[src/rtl/spi_wm_pkg.sv]
package spi_wm_pkg;
  typedef struct packed {
    logic cpol;
    logic cpha;
    logic wide;
    logic lsb;
  } spi_mode_t;
endpackage

[src/rtl/spi_wm_mem.sv]
module spi_wm_mem #(
  parameter int WORD_W = 16,
  parameter int ADDR_W = 3
) (
  input  logic              clk,
  input  logic              we,
  input  logic [ADDR_W-1:0] waddr,
  input  logic [WORD_W-1:0] wdata,
  input  logic [ADDR_W-1:0] raddr,
  output logic [WORD_W-1:0] rdata
);
  localparam int DEPTH = 1 << ADDR_W;
  logic [WORD_W-1:0] store [DEPTH];

  always_ff @(posedge clk) begin
    if (we) store[waddr] <= wdata;
  end

  assign rdata = store[raddr];
endmodule

[src/rtl/spi_wm_seq.sv]
module spi_wm_seq
  import spi_wm_pkg::*;
#(
  parameter int WORD_W   = 16,
  parameter int NARROW_W = 8,
  parameter int ADDR_W   = 3
) (
  input  logic                       clk,
  input  logic                       rst_n,
  input  logic                       start,
  input  logic                       sclk_tick,
  input  spi_mode_t                  mode_in,
  output spi_mode_t                  mode,
  output logic                       load,
  output logic                       smp,
  output logic                       chg,
  output logic                       last,
  output logic [$clog2(WORD_W):0]    idx,
  output logic                       busy,
  output logic                       ss_n,
  output logic                       sclk,
  output logic                       done,
  output logic [ADDR_W-1:0]          rd_ptr
);
  localparam int IDX_W  = $clog2(WORD_W);
  localparam int EDGE_W = $clog2(2 * WORD_W);
  localparam logic [EDGE_W:0] LAST_WIDE   = (EDGE_W+1)'(2 * WORD_W - 1);
  localparam logic [EDGE_W:0] LAST_NARROW = (EDGE_W+1)'(2 * NARROW_W - 1);

  logic              busy_q, ss_q, sclk_q, done_q;
  logic [EDGE_W-1:0] edge_q;
  logic [ADDR_W-1:0] ptr_q;
  spi_mode_t         mode_q;
  logic              adv;
  logic [EDGE_W:0]   last_e;

  assign load   = start & ~busy_q;
  assign adv    = busy_q & sclk_tick;
  assign smp    = adv & (mode_q.cpha ? edge_q[0] : ~edge_q[0]);
  assign chg    = adv & ~smp;
  assign last_e = mode_q.wide ? LAST_WIDE : LAST_NARROW;
  assign last   = adv & ({1'b0, edge_q} == last_e);
  assign idx    = (!mode_q.cpha && chg) ? (IDX_W+1)'(({1'b0, edge_q} + 1'b1) >> 1)
                                        : (IDX_W+1)'(edge_q >> 1);

  always_ff @(posedge clk or negedge rst_n) begin
    if (!rst_n) begin
      busy_q <= 1'b0;
      ss_q   <= 1'b1;
      sclk_q <= 1'b0;
      done_q <= 1'b0;
      edge_q <= '0;
      ptr_q  <= '0;
      mode_q <= '0;
    end else begin
      done_q <= 1'b0;
      if (load) begin
        busy_q <= 1'b1;
        ss_q   <= 1'b0;
        sclk_q <= mode_in.cpol;
        edge_q <= '0;
        mode_q <= mode_in;
      end else if (adv) begin
        sclk_q <= ~sclk_q;
        edge_q <= edge_q + 1'b1;
        if (last) begin
          busy_q <= 1'b0;
          ss_q   <= 1'b1;
          done_q <= 1'b1;
          ptr_q  <= ptr_q + 1'b1;
        end
      end else if (!busy_q) begin
        sclk_q <= mode_in.cpol;
      end
    end
  end

  assign mode   = mode_q;
  assign busy   = busy_q;
  assign ss_n   = ss_q;
  assign sclk   = sclk_q;
  assign done   = done_q;
  assign rd_ptr = ptr_q;

  assert_idle_level_R2: assert property (@(posedge clk) disable iff (!rst_n)
    done_q |-> (sclk_q == mode_q.cpol));
  assert_select_held_R8: assert property (@(posedge clk) disable iff (!rst_n)
    busy_q |-> !ss_q);
  assert_done_single_R9: assert property (@(posedge clk) disable iff (!rst_n)
    done_q |=> !done_q);
  assert_ptr_step_R9: assert property (@(posedge clk) disable iff (!rst_n)
    done_q |-> (ptr_q == ADDR_W'($past(ptr_q) + 1'b1)));
  assert_release_R9: assert property (@(posedge clk) disable iff (!rst_n)
    done_q |-> (ss_q && !busy_q));
  assert_start_ignored_R10: assert property (@(posedge clk) disable iff (!rst_n)
    (busy_q && !last) |=> ($stable(ptr_q) && $stable(mode_q)));
endmodule

[src/rtl/spi_wm_shift.sv]
module spi_wm_shift #(
  parameter int WORD_W   = 16,
  parameter int NARROW_W = 8
) (
  input  logic                    clk,
  input  logic                    rst_n,
  input  logic                    load,
  input  logic                    ld_cpha,
  input  logic                    ld_wide,
  input  logic                    ld_lsb,
  input  logic [WORD_W-1:0]       tx_word,
  input  logic                    wide,
  input  logic                    lsb,
  input  logic                    smp,
  input  logic                    chg,
  input  logic                    last,
  input  logic [$clog2(WORD_W):0] idx,
  input  logic                    miso,
  output logic                    mosi,
  output logic [WORD_W-1:0]       rx_word
);
  localparam int IDX_W = $clog2(WORD_W);
  localparam logic [IDX_W:0] LEN_WIDE   = (IDX_W+1)'(WORD_W);
  localparam logic [IDX_W:0] LEN_NARROW = (IDX_W+1)'(NARROW_W);

  logic [WORD_W-1:0] tx_q, rx_q, rx_nx, rx_out_q;
  logic              mosi_q;
  logic [IDX_W:0]    len;
  logic [IDX_W-1:0]  pos;

  function automatic logic [IDX_W-1:0] bitpos(input logic [IDX_W:0] i,
                                              input logic [IDX_W:0] n,
                                              input logic           lsb_f);
    logic [IDX_W:0] p;
    p = lsb_f ? i : (n - 1'b1 - i);
    return p[IDX_W-1:0];
  endfunction

  assign len = wide ? LEN_WIDE : LEN_NARROW;
  assign pos = bitpos(idx, len, lsb);

  always_comb begin
    rx_nx = rx_q;
    if (smp) rx_nx[pos] = miso;
  end

  always_ff @(posedge clk or negedge rst_n) begin
    if (!rst_n) begin
      tx_q     <= '0;
      rx_q     <= '0;
      rx_out_q <= '0;
      mosi_q   <= 1'b0;
    end else if (load) begin
      tx_q   <= tx_word;
      rx_q   <= '0;
      mosi_q <= ld_cpha ? 1'b0
              : tx_word[bitpos('0, ld_wide ? LEN_WIDE : LEN_NARROW, ld_lsb)];
    end else begin
      rx_q <= rx_nx;
      if (chg && (idx < len)) mosi_q <= tx_q[pos];
      if (last) rx_out_q <= rx_nx;
    end
  end

  assign mosi    = mosi_q;
  assign rx_word = rx_out_q;
endmodule

[src/rtl/spi_word_master.sv]
module spi_word_master
  import spi_wm_pkg::*;
#(
  parameter int WORD_W   = 16,
  parameter int NARROW_W = 8,
  parameter int ADDR_W   = 3
) (
  input  logic              clk,
  input  logic              rst_n,
  input  logic              mem_we,
  input  logic [ADDR_W-1:0] mem_waddr,
  input  logic [WORD_W-1:0] mem_wdata,
  input  logic              start,
  input  logic              cpol,
  input  logic              cpha,
  input  logic              wide16,
  input  logic              lsb_first,
  input  logic              sclk_tick,
  input  logic              miso,
  output logic              sclk,
  output logic              mosi,
  output logic              ss_n,
  output logic              busy,
  output logic              done,
  output logic [WORD_W-1:0] rx_word,
  output logic [ADDR_W-1:0] rd_ptr
);
  localparam int IDX_W = $clog2(WORD_W);

  spi_mode_t         mode_in, mode;
  logic              load, smp, chg, last;
  logic [IDX_W:0]    idx;
  logic [WORD_W-1:0] tx_word;
  logic [ADDR_W-1:0] ptr;

  assign mode_in = '{cpol: cpol, cpha: cpha, wide: wide16, lsb: lsb_first};

  spi_wm_mem #(.WORD_W(WORD_W), .ADDR_W(ADDR_W)) u_mem (
    .clk(clk), .we(mem_we), .waddr(mem_waddr), .wdata(mem_wdata),
    .raddr(ptr), .rdata(tx_word)
  );

  spi_wm_seq #(.WORD_W(WORD_W), .NARROW_W(NARROW_W), .ADDR_W(ADDR_W)) u_seq (
    .clk(clk), .rst_n(rst_n), .start(start), .sclk_tick(sclk_tick),
    .mode_in(mode_in), .mode(mode), .load(load), .smp(smp), .chg(chg),
    .last(last), .idx(idx), .busy(busy), .ss_n(ss_n), .sclk(sclk),
    .done(done), .rd_ptr(ptr)
  );

  spi_wm_shift #(.WORD_W(WORD_W), .NARROW_W(NARROW_W)) u_shift (
    .clk(clk), .rst_n(rst_n), .load(load),
    .ld_cpha(mode_in.cpha), .ld_wide(mode_in.wide), .ld_lsb(mode_in.lsb),
    .tx_word(tx_word), .wide(mode.wide), .lsb(mode.lsb),
    .smp(smp), .chg(chg), .last(last), .idx(idx), .miso(miso),
    .mosi(mosi), .rx_word(rx_word)
  );

  assign rd_ptr = ptr;

  assert_narrow_upper_R4: assert property (@(posedge clk) disable iff (!rst_n)
    (done && !mode.wide) |-> (rx_word[WORD_W-1:NARROW_W] == '0));
endmodule

[config.mk]
export PLATFORM = sky130hd
export DESIGN_NAME = spi_word_master
export DESIGN_NICKNAME = d
export VERILOG_FILES = /design/src/rtl/spi_wm_pkg.sv /design/src/rtl/spi_wm_mem.sv /design/src/rtl/spi_wm_seq.sv /design/src/rtl/spi_wm_shift.sv /design/src/rtl/spi_word_master.sv
export SDC_FILE = /design/constraint.sdc
export NUM_CORES = 1
export LEC_CHECK = 0
export ABC_AREA = 1
export BUFFER_PORTS_ARGS = -buffer_cell sky130_fd_sc_hd__buf_2
export CAP_MARGIN = 20
export CORE_MARGIN = 5
export CORE_UTILIZATION = 34
export DETAILED_ROUTE_END_ITERATION = 12
export HOLD_SLACK_MARGIN = 0.1
export PLACE_DENSITY = 0.5
export SYNTH_ARGS = -nofsm -noshare
export SYNTH_HDL_FRONTEND = slang
export SYNTH_SLANG_ARGS = --single-unit
[constraint.sdc]
create_clock -name clk -period 2.51 [get_ports clk]
set_clock_uncertainty 0.2 [all_clocks]
set_input_delay 0.1255 -clock clk [delete_from_list [all_inputs] [get_ports clk]]
set_output_delay 0.1255 -clock clk [all_outputs]
set_load 0.01 [all_outputs]
==> results.sh <==
export IMPL_cts_clk_slew_worst_paths_ns=0.08
export IMPL_place_ws_ns=0.0791
export IMPL_start_util_pct=34.5
export IMPL_htreeDepth=4
export IMPL_routed_wl_um=19500
export IMPL_status="completed"
export IMPL_worstPathCellList="ha_2 -> nand3_1 -> nand2_1 -> nand3_2 -> nand2_1 -> nand2_1 -> nand2_4 -> nand2_2 -> nor2_1 -> nand2_1 -> o21ai_1 -> o21ai_1"
export IMPL_die_h_um=164
export IMPL_ios=53
export IMPL_post_dp_hpwl_um=12000
export IMPL_antenna_cells=0
export IMPL_grt_pass1_wl_um=31500
export IMPL_slowest_stage="dfrtp_1"
export IMPL_drive_gt1_share_pct=20.0
export IMPL_placed_area_sq_um=8790
export IMPL_ys_warn_count=0
export IMPL_gr_total_overflow=0
export IMPL_synth_cell_types=38
export IMPL_endpoint_kind="flop"
export IMPL_synth_nets=751
export IMPL_maxSlewViolCount=0
export IMPL_crit_buf_inv=0
export IMPL_period_needed_ns=2.34
export IMPL_fin_hold_ws_ns=0.115
export IMPL_final_cells=1148
export IMPL_cts_path_max_buffers=2
export IMPL_grt_pass1_vias=5720
export IMPL_crit_top_cell="nand2_1"
export IMPL_synthToLayoutAreaGrowth_pct=20.5
export IMPL_placementRows=56
export IMPL_crit_path_max_fanout=10
export IMPL_worstSetupPathType="reg -> reg"
export IMPL_drc_errors=0
export IMPL_vias_per_cell=4.88
export IMPL_wire_per_inst_um=17.0
export IMPL_synthFlopType="edfxtp_1"
export IMPL_cp_top_family="simple AND/OR/NAND/NOR gates"
export IMPL_final_cell_area_sq_um=9770
export IMPL_worst_slew_pin_slew_ns=0.940
export IMPL_antenna_found_initial=0
export IMPL_drt_iter0_drc=353
export IMPL_cts_tree="yes"
export IMPL_met1_length_um=8980
export IMPL_worstSkewPairLatency_ns=0.43
export IMPL_nNetsFinal=848
export IMPL_yosysSeqAreaShare_pct=67.2
export IMPL_post_route_period_util_pct=93.1
export IMPL_vias=5598
export IMPL_max_vdd_ir_drop_mv=0.440
export IMPL_start_kind="flop"
export IMPL_worstHoldPathType="in -> reg"
export IMPL_cap_violations=0
export IMPL_avgSynthCellArea_sq_um=11.3
export IMPL_grt_usage_pct=15.1
export IMPL_powerDensity_nw_per_um2=999
export IMPL_setup_viol=0
export IMPL_port_buffers=52
export IMPL_worstPathRequired_ns=2.58
export IMPL_fmax_ghz=0.428
export IMPL_met3_length_um=698
export IMPL_maxUsedRoutingLayer="met4"
export IMPL_synth_cells=719
export IMPL_slew_headroom_pct=37.2
export IMPL_synth_edf_count=128
export IMPL_ys_ff_latch=192
export IMPL_ant_nets=0
export IMPL_p_leak_nw=3.81
export IMPL_synthArstFlopShare_pct=33.3
export IMPL_cts_sinks=192
export IMPL_crit_arrival_ns=2.41
export IMPL_cts_root_buf="clkbuf_16"
export IMPL_die_w_um=164
export IMPL_wl_met2_um=9650
export IMPL_core_sq_um=23500
export IMPL_grt_max_degree=38
export IMPL_max_stage_delay_ns=0.43
export IMPL_fin_ws_ns=0.174
export IMPL_syn_area_sq_um=8110
export IMPL_die_area_sq_um=27000
export IMPL_drtPass1Iterations=4
export IMPL_placed_cells=1076
export IMPL_cts_buffers=17
export IMPL_routabilityCongestion=0.747
export IMPL_hold_viol=0
[through the flow]
step	power, mW	TNS (ns)	util (%)
after global placement	6.90	0	37.5
after global routing	10.4	-0.0236	41.6
final	9.76	0	41.6
after floorplan	6.18	0	-
after detailed placement	6.97	0	37.5
after CTS	9.69	0	41.1
[state kept, by name, indices dropped and copies added (netlist names)]
name and flops:
u_shift.rx_word 16, u_seq.ss_n 1, u_shift.mosi 1, u_seq.rd_ptr 3, u_seq.sclk 1, u_seq.busy 1
u_seq.edge_q 5, u_seq.done 1, u_shift.tx_q 16, u_mem.store 128, u_shift.rx_q 16, u_seq.mode 3
[Yosys cell counts (3+ instances only)]
cell,number,share of area [%]
nand3_1,27,1.7
o21ai_0,72,4.4
buf_2,5,0.31
nor3_2,8,0.99
ha_1,3,0.46
nand2_1,123,5.7
nor2_1,111,5.1
inv_1,23,1.1
o22ai_1,9,0.69
o21ai_1,34,2.1
nand3_4,6,1.3
buf_1,5,0.23
o221ai_1,25,2.7
clkbuf_1,23,1.1
nand2_2,18,1.4
dfrtp_1,63,19
o211ai_1,5,0.46
a21oi_1,4,0.25
edfxtp_1,128,47
[cells in the final DEF, fill, tap and decap left out, types with 26 or more instances in the layout]
cell type / instances
o21ai_1: 34
o21ai_0: 72
nand3_1: 27
nand2_1: 123
edfxtp_1: 128
buf_4: 33
buf_2: 52
dfrtp_1: 62
dlygate4sd3_1: 26
nor2_1: 110
[report_power, final]
group	internal [mW]	switching (mW)	leakage [nW]
Sequential	3.87	0.307	1.97
Combinational	1.07	1.86	1.56
Clock	1.34	1.31	0.280
Total	6.27	3.48	3.81
[tightest hold or removal path, cell delays in order]
cell	delay, ns
buf_2	0.07
inv_1	0.21
nand2_1	0.14
o21ai_1	0.07
nor2_1	0.09
[metal layers]
metal	GRT usage, %	vias up
li1	-	2718
met2	25.7	99
met3	2.94	15
met5	0	-
met4	3.89	0
met1	20.0	2766
[worst paths after layout]
path / slack, ns / startpoint / end / cells past startpoint
min in group asynchronous: 0.61 / rst_n / u_shift.tx_q[7] / 4
max in group asynchronous: 1.23 / rst_n / u_seq.ss_n / 4
max: 0.17 / u_seq.edge_q[1] / u_shift.rx_word[4] / 12
min reg2reg: 0.28 / u_seq.ss_n / u_seq.ss_n / 2
max reg2reg: 0.17 / u_seq.edge_q[1] / u_shift.rx_word[4] / 12
min: 0.12 / miso / u_shift.rx_q[3] / 5
[cells by family (layout without fill, tap and decap cells)]
| kind of cell | after synthesis | count (layout) | share of synthesized area (%) |
|---|---|---|---|
| AOI/OAI and AO/OA | 154 | 154 | 11.1 |
| xor gates and xnor gates | 4 | 4 | 0.432 |
| adders and majority gates | 3 | 3 | 0.463 |
| buffers and inverters | 62 | 172 | 3.24 |
| DFF | 192 | 192 | 67.2 |
| and+or+nand+nor | 304 | 304 | 17.6 |
[repair_timing]
action / 4_1_cts / 5_1_grt
hold buffers: 27 / 0
hold endpoints to repair: 203 / 0
resized for setup: 0 / 3
endpoints found under the setup margin: 0 / 23
buffers inserted: 0 / 13
[cell type report]
| cell class | count | area [sq um] |
|---|---|---|
| clock inverter | 15 | 159 |
| tap | 319 | 399 |
| fill | 2254 | 13700 |
| timing repair buffer | 113 | 808 |
| multi-input combinational | 465 | 2420 |
| sequential | 192 | 5450 |
| inverter | 27 | 114 |
| clock buffer | 17 | 425 |
Note: power is estimated with default switching activity, not from simulation.
